### src/rtl/vexp_pkg.sv
package vexp_pkg;
  typedef enum logic {
    DIR_OUT = 1'b0,
    DIR_IN  = 1'b1
  } dir_e;

  // status byte bit positions after the preamble
  localparam int F_POS = 6;
  localparam int V_POS = 5;
  localparam int H_POS = 4;
  localparam int PRE_LEN = 3;
endpackage

### src/rtl/vexp_code_det.sv
module vexp_code_det import vexp_pkg::*; #(
  parameter int DW = 8
) (
  input  logic          clk,
  input  logic          rst_n,
  input  logic [DW-1:0] din,
  output logic          hit,
  output logic          v_bit,
  output logic          h_bit,
  output logic          fld,
  output logic          fld_edge
);
  logic [DW-1:0]      hist_q [PRE_LEN];
  logic [PRE_LEN-1:0] match;
  logic               fld_q, fld_d;

  for (genvar i = 0; i < PRE_LEN; i++) begin : g_hist
    always_ff @(posedge clk or negedge rst_n) begin
      if (!rst_n) hist_q[i] <= '0;
      else if (i == 0) hist_q[i] <= din;
      else hist_q[i] <= hist_q[(i == 0) ? 0 : i-1];
    end
    if (i == PRE_LEN-1) begin : g_ones
      assign match[i] = (hist_q[i] == '1);
    end else begin : g_zero
      assign match[i] = (hist_q[i] == '0);
    end
  end

  always_comb begin
    hit      = &match;
    v_bit    = din[V_POS];
    h_bit    = din[H_POS];
    fld_edge = hit && (din[F_POS] != fld_q);
    fld_d    = hit ? din[F_POS] : fld_q;
  end

  always_ff @(posedge clk or negedge rst_n) begin
    if (!rst_n) fld_q <= 1'b0;
    else        fld_q <= fld_d;
  end

  assign fld = fld_q;
endmodule

### src/rtl/vexp_dir_ctl.sv
module vexp_dir_ctl import vexp_pkg::*; (
  input  logic clk,
  input  logic rst_n,
  input  logic fld_edge,
  input  logic dir_req,
  output dir_e mode,
  output logic oe
);
  dir_e mode_q, mode_d;
  logic oe_q, oe_d;

  always_comb begin
    mode_d = fld_edge ? dir_e'(dir_req) : mode_q;
    // drivers come on only after a full clock spent in output mode
    oe_d   = (mode_q == DIR_OUT) && (mode_d == DIR_OUT);
  end

  always_ff @(posedge clk or negedge rst_n) begin
    if (!rst_n) begin
      mode_q <= DIR_OUT;
      oe_q   <= 1'b1;
    end else begin
      mode_q <= mode_d;
      oe_q   <= oe_d;
    end
  end

  assign mode = mode_q;
  assign oe   = oe_q;
endmodule

### src/rtl/vexp_in_pack.sv
module vexp_in_pack #(
  parameter int DW = 8
) (
  input  logic          clk,
  input  logic          rst_n,
  input  logic          en,
  input  logic          wide,
  input  logic          embed,
  input  logic [DW-1:0] d_p,
  input  logic [DW-1:0] d_x,
  input  logic          hs,
  input  logic          vs,
  input  logic          sav_go,
  input  logic          fld_cur,
  output logic          vld,
  output logic [DW-1:0] y,
  output logic [DW-1:0] c,
  output logic          c_sel,
  output logic          fld
);
  localparam int PH_W = 2;

  logic            act_q, act_d, act, emit;
  logic [PH_W-1:0] ph_q, ph_d;
  logic [DW-1:0]   hold_q, hold_d, y_q, y_d, c_q, c_d;
  logic            vld_q, vld_d, sel_q, sel_d, fld_q, fld_d;

  always_comb begin
    if (!en)                act_d = 1'b0;
    else if (sav_go)        act_d = 1'b1;
    else if (d_p == '1)     act_d = 1'b0;
    else                    act_d = act_q;
    act    = en && (embed ? (act_q && (d_p != '1)) : (!hs && !vs));
    ph_d   = act ? ph_q + 1'b1 : '0;
    hold_d = (act && !wide && !ph_q[0]) ? d_p : hold_q;
    emit   = act && (wide || ph_q[0]);
    vld_d  = emit;
    y_d    = emit ? d_p : y_q;
    c_d    = emit ? (wide ? d_x : hold_q) : c_q;
    sel_d  = emit ? (wide ? ph_q[0] : ph_q[1]) : sel_q;
    fld_d  = emit ? fld_cur : fld_q;
  end

  always_ff @(posedge clk or negedge rst_n) begin
    if (!rst_n) begin
      act_q  <= 1'b0;
      ph_q   <= '0;
      hold_q <= '0;
      vld_q  <= 1'b0;
      y_q    <= '0;
      c_q    <= '0;
      sel_q  <= 1'b0;
      fld_q  <= 1'b0;
    end else begin
      act_q  <= act_d;
      ph_q   <= ph_d;
      hold_q <= hold_d;
      vld_q  <= vld_d;
      y_q    <= y_d;
      c_q    <= c_d;
      sel_q  <= sel_d;
      fld_q  <= fld_d;
    end
  end

  assign vld   = vld_q;
  assign y     = y_q;
  assign c     = c_q;
  assign c_sel = sel_q;
  assign fld   = fld_q;
endmodule

### src/rtl/vexp_port.sv
module vexp_port import vexp_pkg::*; #(
  parameter int DW = 8
) (
  input  logic          clk,
  input  logic          rst_n,
  input  logic          dir_req,
  input  logic          embed_codes,
  input  logic          wide_in,
  input  logic [DW-1:0] dec_data,
  input  logic          dec_hs,
  input  logic          dec_vs,
  input  logic          dec_fld,
  input  logic [DW-1:0] pad_data_i,
  input  logic [DW-1:0] pad_ext_i,
  input  logic          pad_hs_i,
  input  logic          pad_vs_i,
  input  logic          pad_fld_i,
  output logic [DW-1:0] pad_data_o,
  output logic          pad_hs_o,
  output logic          pad_vs_o,
  output logic          pad_fld_o,
  output logic          pad_oe,
  output logic          port_is_input,
  output logic          img_valid,
  output logic [DW-1:0] img_y,
  output logic [DW-1:0] img_c,
  output logic          img_c_is_cr,
  output logic          img_fld
);
  logic [1:0] rst_pipe;
  logic       rst_q_n;
  logic       code_hit, code_v, code_h, emb_fld, emb_edge;
  logic       dec_fld_q, pad_fld_q, fld_edge, sav_go, fld_cur;
  dir_e       mode;

  // asynchronous assertion, synchronous release
  always_ff @(posedge clk or negedge rst_n) begin
    if (!rst_n) rst_pipe <= '0;
    else        rst_pipe <= {rst_pipe[0], 1'b1};
  end
  assign rst_q_n = rst_pipe[1];

  assign pad_data_o = dec_data;
  assign pad_hs_o   = dec_hs;
  assign pad_vs_o   = dec_vs;
  assign pad_fld_o  = dec_fld;

  always_ff @(posedge clk or negedge rst_q_n) begin
    if (!rst_q_n) begin
      dec_fld_q <= 1'b0;
      pad_fld_q <= 1'b0;
    end else begin
      dec_fld_q <= dec_fld;
      pad_fld_q <= pad_fld_i;
    end
  end

  vexp_code_det #(.DW(DW)) u_det (
    .clk(clk), .rst_n(rst_q_n), .din(pad_data_i), .hit(code_hit),
    .v_bit(code_v), .h_bit(code_h), .fld(emb_fld), .fld_edge(emb_edge)
  );

  always_comb begin
    if (mode == DIR_OUT)  fld_edge = dec_fld ^ dec_fld_q;
    else if (embed_codes) fld_edge = emb_edge;
    else                  fld_edge = pad_fld_i ^ pad_fld_q;
    sav_go  = code_hit && !code_h && !code_v;
    fld_cur = embed_codes ? emb_fld : pad_fld_i;
  end

  vexp_dir_ctl u_dir (
    .clk(clk), .rst_n(rst_q_n), .fld_edge(fld_edge), .dir_req(dir_req),
    .mode(mode), .oe(pad_oe)
  );

  assign port_is_input = (mode == DIR_IN);

  vexp_in_pack #(.DW(DW)) u_pack (
    .clk(clk), .rst_n(rst_q_n), .en(port_is_input), .wide(wide_in),
    .embed(embed_codes), .d_p(pad_data_i), .d_x(pad_ext_i),
    .hs(pad_hs_i), .vs(pad_vs_i), .sav_go(sav_go), .fld_cur(fld_cur),
    .vld(img_valid), .y(img_y), .c(img_c), .c_sel(img_c_is_cr), .fld(img_fld)
  );
endmodule

### config.mk
export PLATFORM = sky130hd
export DESIGN_NAME = vexp_port
export DESIGN_NICKNAME = d
export VERILOG_FILES = /design/src/rtl/vexp_pkg.sv /design/src/rtl/vexp_code_det.sv /design/src/rtl/vexp_dir_ctl.sv /design/src/rtl/vexp_in_pack.sv /design/src/rtl/vexp_port.sv
export SDC_FILE = /design/constraint.sdc
export NUM_CORES = 1
export LEC_CHECK = 0
export BUFFER_PORTS_ARGS = -buffer_cell sky130_fd_sc_hd__buf_2
export CAP_MARGIN = 0
export CORE_MARGIN = 8
export CORE_UTILIZATION = 40
export DETAILED_ROUTE_END_ITERATION = 16
export GPL_ROUTABILITY_DRIVEN = 1
export HOLD_SLACK_MARGIN = 0.02
export SKIP_CTS_REPAIR_TIMING = 1
export SYNTH_ARGS = -nofsm -noshare
export SYNTH_HDL_FRONTEND = slang
export SYNTH_SLANG_ARGS = --single-unit
### constraint.sdc
create_clock -name clk -period 4.5 [get_ports clk]
set_input_delay 0.9 -clock clk [delete_from_list [all_inputs] [get_ports clk]]
set_output_delay 0.9 -clock clk [all_outputs]
set_load 0.01 [all_outputs]
==> results.py, run 1 <==
metrics = {
    "sta": {
        "max_freq_mhz": 396.0,
        "rsz0062_at_grt": "no",
        "tns_ps": 0,
        "finalHoldViolCount": 0,
        "final-max-slew-violation-count": 0,
        "fin_crit_ps": 2525,
        "slew-limit-headroom_pct": 51.65,
        "finalCritPeriodShare_pct": 56.12,
        "worst_pin_slew_ps": 723.6,
        "finClkSkew_ps": 8.394,
        "finalSetupViolations": 0,
    },
    "power_and_ir_drop": {
        "peakVddDrop_uv": 274.1,
        "power.density_nw_per_um2": 518.9,
        "p_seq_share_pct": 48.8,
        "p_sw_mw": 0.3474,
        "pwr-share-clk_pct": 34.2,
        "combPwrFrac_pct": 17.0,
        "netSwitchingFraction_pct": 24.42,
        "internal-power_mw": 1.075,
        "power_leakage_nw": 1.261,
    },
    "yosys": {
        "synth_cells": 148,
        "synth_area_leaders": "dfrtp_1, mux2_2, mux2_4",
        "syn_nets": 183,
        "yosysSeqAreaShare_pct": 65.72,
        "synth.distinct_cells": 31,
        "yosysTopAreaCellShare_pct": 64.59,
        "synth_top_area_cell": "dfrtp_1",
        "synthesis.area_um2": 2325,
        "syn_area_per_cell_um2": 15.71,
        "ys_ff_latch": 61,
        "yosys_warnings": 0,
    },
    "drt": {
        "routed_wl_um": 4430,
        "drt_iter0_drc": 29,
        "remaining_drc_errors": 0,
        "wl_per_cell_um": 16.59,
        "dr.pass1.iters": 4,
        "viasPerCell": 4.978,
        "vias": 1329,
        "ant_nets": 0,
    },
    "grt": {
        "grt_usage_pct": 11.40,
        "grt_pass1_wl_um": 7521,
        "grt_antenna_before_repair": 0,
        "globalRouteOverflowTotal": 0,
        "grt_max_degree": 60,
        "grt_pass1_vias": 1496,
    },
    "final_layout": {
        "areaGrowthSynthToFinish_pct": 17.92,
        "diodes": 0,
        "drive_above_1_share_pct": 51.28,
        "layout_common_cells": "dfrtp_1, buf_2, mux2_2",
        "nFillCells": 506,
        "post-route-util_pct": 49.18,
        "fin_nets": 227,
        "final_common_cell": "dfrtp_1",
    },
    "placement": {
        "routabilityCongestion": 0.6857,
        "dp_hpwl_um": 3195,
        "io_buffers": 46,
    },
    "floorplanning": {
        "start_util_pct": 41.71,
        "core_area_um2": 5574,
        "io_pins": 67,
        "fp.dieH_um": 92.24,
        "die_w_um": 92.24,
        "rows": 27,
        "die-area_um2": 8507,
    },
    "run_status": {
        "outcome": "completed",
    },
    "critical_path": {
        "critPathKind": "input pin to flip-flop",
        "startpoint_type": "input pin",
        "worstPathMaxFanout": 18,
        "worst_ep_required_time_ps": 4710,
        "arrival_ps": 2730,
        "endpoint_kind": "flip-flop",
    },
    "clock_network": {
        "insertion_delay_ps": 320,
        "cts_buffers": 9,
        "clkTransAtPathRegs_ps": 60,
        "cts-root-buf": "clkbuf_8",
        "clk_path_buf_depth": 2,
        "cts_tree": "done",
        "htree_levels": 3,
        "numClockSinks": 61,
    },
    "worst_hold_path": {
        "hold_class": "flip-flop to flip-flop",
    },
    "run": {
        "drv_cap": 0,
    },
}
## worst max-delay path, stage by stage
cell     delay (ps)
buf_2           130
or4b_1          630
a21oi_4         640
mux2_2          410
## power by group through the flow
| stage | clock, mW | combinational (mW) | sequential (mW) |
|---|---|---|---|
| floorplan | 0 | 0.124 | 0.726 |
| global placement | 0 | 0.241 | 0.696 |
| detailed placement | 0 | 0.249 | 0.701 |
| CTS | 0.498 | 0.248 | 0.695 |
| global route | 0.529 | 0.263 | 0.706 |
| finish | 0.486 | 0.242 | 0.694 |
## layer usage
layer / up-vias / part of all wire (%) / routed length (um) / track usage [%]
met5: - / 0 / 0 / 0
met3: 8 / 5.6 / 247 / 5.379
met1: 682 / 47 / 2078 / 14.08
met2: 39 / 46 / 2045 / 16.09
li1: 600 / - / - / -
met4: 0 / 1.3 / 59 / 6.174
## path summary, 6_finish.rpt
kind,from,cells after the start,slack (ps),end
worst min-delay path,rst_pipe[0],0,350,rst_pipe[1]
max in group asynchronous,rst_pipe[1],1,3630,u_pack.c_sel
worst min register to register,rst_pipe[0],0,350,rst_pipe[1]
worst max register to register,u_dir.mode,3,2310,u_pack.c[0]
worst max-delay path,embed_codes,4,1970,u_pack.c[0]
min in group asynchronous,rst_n,1,360,rst_pipe[1]
## logic make-up (layout without fill, tap and decap cells)
family	count (synthesis)	after routing	share of synthesized area [%]
simple gates	21	21	5.598
mux	35	35	18.41
buf+inv	14	61	4.790
compound gates	12	12	3.822
other cells	1	1	0.1613
flops	61	61	65.72
xor+xnor	4	4	1.507
## metrics by stage
stage | power, mW | worst slack [ps] | cell area, um2 | hold WS (ps) | cells
floorplan | 0.8505 | 2068 | 2325 | 331.2 | 148
global route | 1.497 | 1911 | 2741 | 332.1 | 267
CTS | 1.442 | 1979 | 2741 | 333.2 | 267
detailed placement | 0.9501 | 1625 | 2542 | 341.9 | 253
finish | 1.422 | 1975 | 2741 | 351.4 | 267
global placement | 0.9367 | 1702 | 2542 | 337.7 | 253
## synthesized netlist by cell type
cell and count:
nor2_1 4, o2111ai_1 1, nor3b_1 1, buf_4 11, o21ai_0 5, a21oi_1 2, xor2_1 2, dfstp_2 1
a21oi_4 1, and2_2 1, a211o_1 1, nor4_1 3, xnor2_1 2, o41ai_1 1, dfrtp_1 60, conb_1 1
clkbuf_1 1, mux2_2 26, nor4b_1 1, nand2_1 2, buf_2 1, and4b_1 1, or4b_1 1, mux2_4 9
nor2b_1 1, nor3_1 1, buf_12 1, and2_1 1, and4_1 1, nand4_1 3, a21boi_2 1
## layout make-up
type | instances | area [um2] | area share [%]
Tap cell | 72 | 90.09 | 3.286
Clock buffer | 13 | 168.9 | 6.162
Sequential cell | 61 | 1529 | 55.77
Timing Repair Buffer | 47 | 237.7 | 8.672
Clock inverter | 1 | 30.03 | 1.095
Multi-Input combinational cell | 73 | 685.7 | 25.01
## sequential cells by signal (all words and copies together), names as in the netlist, 2 cells and up
signal,cells
rst_pipe,2
u_det.hist_q,24
u_pack.c,8
u_pack.hold_q,8
u_pack.ph_q,2
u_pack.y,8
Power figures use the tool's default switching activity.
==> inputs of run 2 (changes only) <==
Clock period 4.5 ns to 2.34 ns, I/O delays scaled along.
==> run 2 against run 1 <==
  * Routed wire length rose by 2.6%
  * Die area did not move
  * Worst hold slack got worse by 72 ps
  * Sequential power rose by 93%
  * Total power rose by 90%
  * Utilization rose by 0.90 points
  * Via count rose by 0.45%
  * First-iteration DRC count rose to 2.8 times the previous value
  * Setup slack got worse by 1500 ps
  * Critical endpoint is now u_pack.y[0]
  * Largest cell class unchanged
  * Highest routed layer unchanged
==> results.py, run 2 (same netlist as run 1, synthesis figures left out) <==
metrics = {
    "run_status": {
        "outcome": "completed",
    },
    "floorplanning": {
        "rows": 27,
        "start_util_pct": 41.71,
        "io_pins": 67,
        "die_w_um": 92.24,
        "fp.dieH_um": 92.24,
        "die-area_um2": 8507,
        "core_area_um2": 5574,
    },
    "power_and_ir_drop": {
        "power.density_nw_per_um2": 968.0,
        "power_leakage_nw": 1.289,
        "peakVddDrop_uv": 493.2,
    },
    "grt": {
        "grt_antenna_before_repair": 0,
        "grt_usage_pct": 11.73,
        "grt_max_degree": 32,
        "grt_pass1_vias": 1508,
        "grt_pass1_wl_um": 7721,
        "globalRouteOverflowTotal": 0,
    },
    "clock_network": {
        "clk_path_buf_depth": 2,
        "cts-root-buf": "clkbuf_8",
        "insertion_delay_ps": 330,
        "cts_buffers": 9,
        "cts_tree": "done",
        "htree_levels": 3,
        "numClockSinks": 61,
        "clkTransAtPathRegs_ps": 70,
    },
    "final_layout": {
        "layout_common_cells": "dfrtp_1, buf_2, mux2_2",
        "largest_reg_flops": 24,
        "nFillCells": 488,
        "areaGrowthSynthToFinish_pct": 20.08,
        "final_area_um2": 2791,
        "post-route-util_pct": 50.08,
        "final_common_cell": "dfrtp_1",
        "drive_above_1_share_pct": 52.24,
        "fin_nets": 231,
        "diodes": 0,
        "max_flop_register": "u_det.hist_q",
    },
    "critical_path": {
        "slowest_delay_ps": 570,
        "worstPathMaxFanout": 17,
        "critPathTopFamily": "simple AND/OR/NAND/NOR gates",
        "reg2reg_from": "u_dir.mode",
        "endpoint_kind": "flip-flop",
        "reg2reg_slack_ps": 500,
        "worstSetupStartpoint": "u_dir.mode",
        "startpoint_type": "flip-flop",
        "crit_slowest_cell": "or4b_1",
        "arrival_ps": 2050,
        "worst_ep_required_time_ps": 2550,
        "critPathKind": "flip-flop to flip-flop",
        "path_buf_inv": 1,
        "r2r_end": "u_pack.y[0]",
        "r2r.worst_path.cells": 4,
        "critical_path.cell_chain": "or4b_1, a21oi_4, buf_12, mux2_2",
    },
    "drt": {
        "drt_iter0_drc": 82,
        "dr.pass1.iters": 4,
        "ant_nets": 0,
        "vias": 1335,
        "viasPerCell": 4.890,
        "remaining_drc_errors": 0,
        "routed_wl_um": 4544,
        "wl_per_cell_um": 16.64,
    },
    "placement": {
        "pre_cts_slack_ps": 174.6,
        "place_area_um2": 2590,
        "routabilityCongestion": 0.6998,
        "io_buffers": 46,
        "dp_hpwl_um": 3303,
    },
    "worst_hold_path": {
        "hp-start": "dir_req",
        "hold_class": "input pin to flip-flop",
        "min_path_cells": 2,
        "worstHoldEndpoint": "u_dir.oe",
    },
    "sta": {
        "finClkSkew_ps": 6.955,
        "holdWs_ps": 279.3,
        "fin_crit_ps": 1844,
        "fin_ws_ps": 496.0,
        "finalSetupViolations": 0,
        "final-max-slew-violation-count": 0,
        "slew-limit-headroom_pct": 56.80,
        "tns_ps": 0,
        "max_freq_mhz": 542.3,
        "finalCritPeriodShare_pct": 78.80,
        "rsz0062_at_grt": "no",
        "finalHoldViolCount": 0,
        "worst_pin_slew_ps": 648.1,
    },
    "run": {
        "drv_cap": 0,
    },
}
## run 2: metrics by stage
stage | power [mW] | cells
final | 2.702 | 273
after global routing | 2.863 | 273
after CTS | 2.738 | 272
after detailed placement | 1.832 | 256
after global placement | 1.810 | 256
after floorplan | 1.636 | 148
## run 2: worst max-delay path by stage
stage,depth (start not counted),slack [ps],endpoint
5_1_grt,4,430,u_pack.c[0]
3_5_place_dp,5,170,u_pack.y[0]
4_1_cts,4,480,u_pack.c[0]
3_3_place_gp,5,230,u_pack.y[0]
6_report,4,500,u_pack.y[0]
2_1_floorplan,5,340,u_pack.c[1]
## run 2: per-layer routing
metal	track usage [%]	part of all wire [%]
met5	0	0
met4	6.577	1.4
met3	5.460	7.6
met2	16.69	46
met1	14.32	45
## run 2: cell type report
| class | instances | area (um2) | share of cell area, % |
|---|---|---|---|
| multi-input combinational | 73 | 685.7 | 24.56 |
| tap | 72 | 90.09 | 3.227 |
| clock inverter | 5 | 50.05 | 1.793 |
| sequential | 61 | 1529 | 54.77 |
| clock buffer | 11 | 141.4 | 5.065 |
| timing repair buffer | 51 | 295.3 | 10.58 |
## run 2: worst reg2reg max path, stage by stage, from the launching register on
cell and delay, ps:
dfrtp_1 370, or4b_1 570, a21oi_4 250, buf_12 190, mux2_2 360
## run 2: where the power goes
group | total, mW | switching [mW] | internal [mW]
Sequential | 1.34 | 0.103 | 1.23
Combinational | 0.470 | 0.197 | 0.273
Clock | 0.895 | 0.382 | 0.513
Total | 2.70 | 0.681 | 2.02
